[src/rtl/via_pkg.sv]
package via_pkg;
    localparam int unsigned REG_W  = 8;
    localparam int unsigned FLAG_W = 7;
    localparam int unsigned IDX_W  = 4;
    localparam int unsigned N_IDX  = 1 << IDX_W;

    typedef enum logic [IDX_W-1:0] {
        IDX_PORT_B   = 4'd0,
        IDX_PORT_A   = 4'd1,
        IDX_DIR_B    = 4'd2,
        IDX_DIR_A    = 4'd3,
        IDX_TA_CNT_L = 4'd4,
        IDX_TA_CNT_H = 4'd5,
        IDX_TA_LAT_L = 4'd6,
        IDX_TA_LAT_H = 4'd7,
        IDX_TB_CNT_L = 4'd8,
        IDX_TB_CNT_H = 4'd9,
        IDX_SHIFT    = 4'd10,
        IDX_AUX      = 4'd11,
        IDX_PERIPH   = 4'd12,
        IDX_FLAGS    = 4'd13,
        IDX_ENABLES  = 4'd14,
        IDX_PORT_A_Q = 4'd15
    } via_idx_e;

    localparam int unsigned BIT_SR = 2;
    localparam int unsigned BIT_SD = 3;
    localparam int unsigned BIT_SC = 4;
    localparam int unsigned BIT_T2 = 5;
    localparam int unsigned BIT_T1 = 6;

    localparam logic [FLAG_W-1:0] SHIFT_MASK = 7'h1C;
    localparam logic [FLAG_W-1:0] IRQ_MASK   = 7'h44;

    typedef struct packed {
        logic [FLAG_W-1:0] flags;
        logic [FLAG_W-1:0] enables;
    } irq_state_t;

    function automatic logic is_storage(input int unsigned i);
        return (i <= 3) || (i == 10) || (i == 11) || (i == 12) || (i == 15);
    endfunction
endpackage

[src/rtl/via_addr_decode.sv]
module via_addr_decode
    import via_pkg::*;
#(
    parameter int unsigned ADDR_W  = 13,
    parameter int unsigned IDX_LSB = 9
) (
    input  logic [ADDR_W-1:0] addr,
    output via_idx_e          idx,
    output logic [N_IDX-1:0]  sel
);
    logic unused_low_addr;
    assign unused_low_addr = ^addr[IDX_LSB-1:0];

    assign idx = via_idx_e'(addr[IDX_LSB +: IDX_W]);

    for (genvar i = 0; i < N_IDX; i++) begin : g_sel
        assign sel[i] = (addr[IDX_LSB +: IDX_W] == IDX_W'(i));
    end
endmodule

[src/rtl/via_store.sv]
module via_store
    import via_pkg::*;
(
    input  logic                        clk,
    input  logic                        rst_n,
    input  logic                        wr,
    input  logic [N_IDX-1:0]            sel,
    input  logic [REG_W-1:0]            wdata,
    output logic [N_IDX-1:0][REG_W-1:0] store_q
);
    for (genvar i = 0; i < N_IDX; i++) begin : g_reg
        if (is_storage(i)) begin : g_keep
            logic [REG_W-1:0] val_d, val_q;
            always_comb begin
                val_d = val_q;
                if (wr && sel[i]) val_d = wdata;
            end
            always_ff @(posedge clk or negedge rst_n) begin
                if (!rst_n) val_q <= '0;
                else        val_q <= val_d;
            end
            assign store_q[i] = val_q;
        end else begin : g_none
            logic unused_sel;
            assign unused_sel = sel[i];
            assign store_q[i] = '0;
        end
    end
endmodule

[src/rtl/via_irq_core.sv]
module via_irq_core
    import via_pkg::*;
(
    input  logic              clk,
    input  logic              rst_n,
    input  logic              wr,
    input  logic              rd,
    input  logic              hit_flags,
    input  logic              hit_enables,
    input  logic              hit_shift,
    input  logic              hit_ta_cnt_l,
    input  logic              hit_ta_cnt_h,
    input  logic              hit_ta_lat_h,
    input  logic              hit_tb_cnt_l,
    input  logic [REG_W-1:0]  wdata,
    input  logic [FLAG_W-1:0] set_vec,
    output logic [FLAG_W-1:0] flags_q,
    output logic [FLAG_W-1:0] enables_q
);
    irq_state_t st_d, st_q;
    logic [FLAG_W-1:0] clr;

    always_comb begin
        clr = '0;
        if (wr && hit_flags) clr = clr | wdata[FLAG_W-1:0];
        if (rd && hit_shift) clr = clr | SHIFT_MASK;
        if ((rd && hit_ta_cnt_l) || (wr && hit_ta_cnt_h) || (wr && hit_ta_lat_h))
            clr[BIT_T1] = 1'b1;
        if (rd && hit_tb_cnt_l) clr[BIT_T2] = 1'b1;

        st_d = st_q;
        st_d.flags = (st_q.flags & ~clr) | set_vec;
        if (wr && hit_enables) begin
            if (wdata[REG_W-1]) st_d.enables = st_q.enables | wdata[FLAG_W-1:0];
            else                st_d.enables = st_q.enables & ~wdata[FLAG_W-1:0];
        end
    end

    always_ff @(posedge clk or negedge rst_n) begin
        if (!rst_n) st_q <= '0;
        else        st_q <= st_d;
    end

    assign flags_q   = st_q.flags;
    assign enables_q = st_q.enables;
endmodule

[src/rtl/via_irq_regs.sv]
module via_irq_regs
    import via_pkg::*;
#(
    parameter int unsigned ADDR_W  = 13,
    parameter int unsigned IDX_LSB = 9
) (
    input  logic              clk,
    input  logic              rst_n,
    input  logic [ADDR_W-1:0] bus_addr,
    input  logic              bus_wr,
    input  logic              bus_rd,
    input  logic [REG_W-1:0]  bus_wdata,
    output logic [REG_W-1:0]  bus_rdata,
    input  logic              set_sr,
    input  logic              set_sd,
    input  logic              set_sc,
    input  logic              set_t2,
    input  logic              set_t1,
    output logic              irq
);
    via_idx_e                    idx;
    logic [N_IDX-1:0]            sel;
    logic [N_IDX-1:0][REG_W-1:0] store_q;
    logic [FLAG_W-1:0]           flags_q, enables_q, set_vec;

    assign set_vec = {set_t1, set_t2, set_sc, set_sd, set_sr, 2'b00};

    via_addr_decode #(.ADDR_W(ADDR_W), .IDX_LSB(IDX_LSB)) u_dec (
        .addr(bus_addr), .idx(idx), .sel(sel)
    );

    via_store u_store (
        .clk(clk), .rst_n(rst_n), .wr(bus_wr), .sel(sel),
        .wdata(bus_wdata), .store_q(store_q)
    );

    via_irq_core u_core (
        .clk(clk), .rst_n(rst_n), .wr(bus_wr), .rd(bus_rd),
        .hit_flags(sel[IDX_FLAGS]), .hit_enables(sel[IDX_ENABLES]),
        .hit_shift(sel[IDX_SHIFT]), .hit_ta_cnt_l(sel[IDX_TA_CNT_L]),
        .hit_ta_cnt_h(sel[IDX_TA_CNT_H]), .hit_ta_lat_h(sel[IDX_TA_LAT_H]),
        .hit_tb_cnt_l(sel[IDX_TB_CNT_L]), .wdata(bus_wdata),
        .set_vec(set_vec), .flags_q(flags_q), .enables_q(enables_q)
    );

    always_comb begin
        case (idx)
            IDX_FLAGS:   bus_rdata = {|(flags_q & enables_q), flags_q};
            IDX_ENABLES: bus_rdata = {1'b1, enables_q};
            default:     bus_rdata = store_q[idx];
        endcase
    end

    assign irq = |(flags_q & enables_q & IRQ_MASK);
endmodule

[config.mk]
export PLATFORM = sky130hd
export DESIGN_NAME = via_irq_regs
export DESIGN_NICKNAME = d
export VERILOG_FILES = /design/src/rtl/via_pkg.sv /design/src/rtl/via_addr_decode.sv /design/src/rtl/via_store.sv /design/src/rtl/via_irq_core.sv /design/src/rtl/via_irq_regs.sv
export SDC_FILE = /design/constraint.sdc
export NUM_CORES = 1
export LEC_CHECK = 0
export BUFFER_PORTS_ARGS = -buffer_cell sky130_fd_sc_hd__buf_4
export CELL_PAD_IN_SITES_DETAIL_PLACEMENT = 1
export CELL_PAD_IN_SITES_GLOBAL_PLACEMENT = 1
export CORE_ASPECT_RATIO = 1.5
export CORE_MARGIN = 1.5
export CORE_UTILIZATION = 54
export CTS_BUF_LIST = sky130_fd_sc_hd__clkbuf_16
export CTS_CLUSTER_DIAMETER = 100
export DETAILED_ROUTE_END_ITERATION = 10
export PLACE_DENSITY_LB_ADDON = 0.1
export SLEW_MARGIN = 15
export SYNTH_ARGS = -nofsm -noshare
export SYNTH_HDL_FRONTEND = slang
export SYNTH_HIERARCHICAL = 1
export SYNTH_SLANG_ARGS = --single-unit
export TNS_END_PERCENT = 20
[constraint.sdc]
create_clock -name clk -period 2.89 [get_ports clk]
set_input_delay 0.578 -clock clk [delete_from_list [all_inputs] [get_ports clk]]
set_output_delay 0.578 -clock clk [all_outputs]
set_load 0.02 [all_outputs]
# Word level (Yosys, flattened, before mapping)
# Cells that the tools add are included.
[totals]
in_bits = 30
elab_cells = 59
out_inout_bits = 9
register_bits = 78
[op_classes]
reduce_logical = 20
n_lt_le_gt_ge = 1
eq_ne = 13
n_mux = 8
bitwise_logic = 7
[ops]
columns = ["cell", "n"]
rows = [
  ["binary-select mux 8 bit (select 4 bit)", 1],
  ["equality test 4 bit (second input constant)", 7],
  ["AND 7 bit", 3],
  ["case mux 8 bit (2 select lines)", 1],
  ["logical AND 1 bit", 15],
  ["2-to-1 mux 7 bit", 2],
  ["inverter 7 bit", 2],
  ["bitwise OR 7 bit", 2],
  ["equality test 4 x 3 -> 1 bit (second input constant)", 3],
  ["equality test 4 x 2 -> 1 bit (second input constant)", 2],
  ["2-to-1 mux 8 bit", 1],
  ["OR reduction 7 bit", 1],
  ["less-than comparator 4 x 5 -> 1 bit (second input constant)", 1],
  ["2-to-1 mux 5 bit", 1],
  ["equality test 4 x 1 -> 1 bit (second input constant)", 1],
  ["logical NOT 4 bit", 1],
  ["logical OR 1 bit", 2],
  ["2-to-1 mux 1 bit", 2],
  ["OR reduction 2 bit", 1],
]

# Longest topological paths before layout
[depth]
ltp_word = 8
mapped_depth = 8
mapped_depth_nobuf = 4

# Cells and area by module
# Netlist, hierarchy kept.
[modules_own_cells]
columns = ["mod", "instances", "cells_each", "seq_area_each_um2", "area_each_um2"]
rows = [
  ["via_store", 1, 202, 1601.5, 2867.8],
  ["via_irq_regs", 1, 84, 0.0, 1177.4],
  ["via_irq_core", 1, 47, 350.3, 594.3],
  ["via_addr_decode", 1, 24, 0.0, 256.5],
]

# Worst setup path before layout
# Ideal clock, no wire load.
[synth_path]
path_kind = "in2out"
startpoint = "input port bus_addr[9]"
endpoint = "output port bus_rdata[7]"
path_slack_ns = 0.460
arrival_ns = 1.852
cell_stages = 7
n_path_buf = 4
required_time_ns = 2.312
path_cell_list = "buf_4 > buf_6 > buf_4 > buf_4 > mux2i_1 > o211a_1 > a31oi_1"
[synth_between]
elab_chain_len = 3
elab_cells_between_ends = 5
cone_classes = "eq/ne (2); mux (3)"
[synth_lines]
columns = ["item", "line", "source"]
rows = [
  ["from (decl)", "via_irq_regs.sv:9", "input logic [ADDR_W-1:0] bus_addr,"],
  ["binary-select mux 8 bit (select 4 bit)", "via_irq_regs.sv:50", "default: bus_rdata = store_q[idx];"],
  ["2-to-1 mux 8 bit (implied by the code)", "via_irq_regs.sv:50", ""],
  ["case mux 8 bit (2 select lines) (*)", "via_irq_regs.sv:47", "case (idx)"],
  ["to (decl)", "via_irq_regs.sv:13", "output logic [REG_W-1:0] bus_rdata,"],
]
# Mark *: on every way between the ends. The rest lies on a longest branch, timed or not. The select of a mux whose other input is x is not followed.

# Worst setup path in the final report
[layout_path]
startpoint = "input port bus_addr[9]"
endpoint = "output port bus_rdata[1]"
# The elaborated chain is that of the path after synthesis.

==> impl_metrics.tcl <==
set metrics [dict create \
    status "finished clean" \
    rows 41 \
    p_leak_uw 0.00219 \
    endpoint_kind "output pin" \
    die_height_um 118 \
    num_antenna_cells 0 \
    swShare_pct 26.8 \
    routed_via_density 5.87 \
    grt_max_degree 79 \
    vdd_drop_max_mv 0.352 \
    track_usage_pct 23.9 \
    cts.htree.levels 3 \
    die_area_mm2 0.00938 \
    p_clk_share_pct 32.6 \
    period_needed_ns 2.71 \
    slew-limit-headroom_pct 32.2 \
    cts.sinks 78 \
    grt_pass1_wl_mm 16.6 \
    syn2layout_area_growth_pct 5.66 \
    placed_cell_area_mm2 0.00475 \
    grt_pass1_vias 3128 \
    drc 0 \
    wl_per_cell_um 21.8 \
    cts_tree "yes" \
    antenna_found_initial 0 \
    place_ws_ns 0.0526 \
    grt.overflow.total 0 \
    crit_type "primary input to output pin" \
    core_mm2 0.00846 \
    post-route-util_pct 59.3 \
    io_buffers 29 \
    nets 394 \
    p_total_uw 3120 \
    synthCells 339 \
    cp.arrival_ns 2.14 \
    power_frac_seq_pct 46.1 \
    critical_path.startpoint "bus_addr[9]" \
    setup_ws_ns 0.175 \
    avgSynthCellArea_um2 14.0 \
    setup_viol 0 \
    cp.buffers_inverters 2 \
    netlist_area_mm2 0.00475 \
    fillerInstances 862 \
    antenna_left 0 \
    critPathMaxFanout 25 \
    gp_congestion 0.713 \
    design_area_mm2 0.00502 \
    worst_path_max_delay_cell "mux4_1" \
    cp_cell_sequence "buf_6, mux4_1, nor2b_1, a211oi_1, a21oi_1, buf_4" \
    worstPathRequired_ns 2.31 \
    cts.reportedPaths.clkPinSlew_ns 0.06 \
    setup_tns_ns 0 \
    skew_ns 0 \
    p_int_uw 2290 \
    vias 2794 \
    cts-root-buf "clkbuf_16" \
    period_share_pct 93.9 \
    hold_class "primary input to async pin" \
    drive_above_1_share_pct 43.4 \
    dr.pass1.iters 6 \
    wl_mm 10.4 \
    comb_power_share_pct 21.3 \
    start_util_pct 56.1 \
    slew_viol_final 0 \
    drt_iter0_drc 95 \
    r2r_start "u_core/flags_q[6]" \
    final_cell_mix "78 x dfrtp_1, 69 x mux2_2, 50 x conb_1" \
    postCtsSetupBuffers 0 \
    worst_skew_pair.late_latency_ns 0.33 \
    startpoint_type "primary input" \
    drv_cap 0 \
    clockBufferDepth 2 \
    hold_violations 0 \
    crit_family "multiplexers" \
    layout_commonest_cell "dfrtp_1" \
    dieWidth_um 79.6 \
    power_density_mw_per_mm2 622 \
    ios 39 \
    ys_warn_count 6 \
    dp_hpwl_mm 6.94 \
    switching_power_uw 835 \
    max_freq_mhz 368 \
    rsz0062_at_grt "false" \
    slowest_delay_ns 0.61 \
    cts_made_buffers 9 \
    tightestPinTransition_ns 1.02 \
]
[cell type report]
type | count | area (um^2) | share of cell area (%)
tap | 107 | 134 | 2.67
multi-input combinational | 238 | 2390 | 47.5
sequential | 78 | 1950 | 38.9
clock buffer | 9 | 225 | 4.49
clock inverter | 7 | 41.3 | 0.823
timing repair buffer | 37 | 282 | 5.61
[power by group through the flow]
stage | clock network [uW] | registers [uW] | logic [uW]
after floorplan | 0 | 1410 | 557
after global placement | 0 | 1440 | 643
after detailed placement | 0 | 1460 | 668
after CTS | 1040 | 1440 | 675
after global routing | 1070 | 1470 | 723
final | 1020 | 1440 | 665
[timing repair]
action	4_1_cts	5_1_grt
setup endpoints to repair	0	2
gates resized for setup	0	1
hold buffers	0	0
[per-layer routing]
metal	GRT usage, %	wire (um)	part of all wire (%)
met1	29.3	4290	41
met2	42.3	5630	54
met3	2.87	222	2.1
met4	8.44	214	2.1
met5	0	0	0
[metrics by stage]
step                      cells  hold slack, ns
after global placement      460           0.478
after global routing        476           0.434
after floorplan             387           0.282
after CTS                   476           0.428
after detailed placement    460           0.486
final                       476           0.419
[state kept, by name, summed over array words and instances (netlist names), named ones only]
name	count
u_core/flags_q	7
u_store/g.g_keep.val_q	64
[final timing paths]
check / to / slack [ns] / cells past startpoint
max: bus_rdata[1] / 0.18 / 6
min: u_store/g_reg[15].g_keep.val_q[4] / 0.42 / 1
max reg2reg: u_core/flags_q[6] / 2.02 / 2
min reg2reg: u_store/g_reg[3].g_keep.val_q[1] / 0.49 / 1
max in group asynchronous: async pin / 1.81 / 1
min in group clk: u_core/flags_q[3] / 0.43 / 2
[worst reg2reg max path, delay by kind of cell, from the launching register on]
| kind | cells | cell delay (ns) |
|---|---|---|
| DFF | 1 | 0.41 |
| AOI/OAI and AO/OA | 2 | 0.35 |
(Power assumes the default switching activity.)
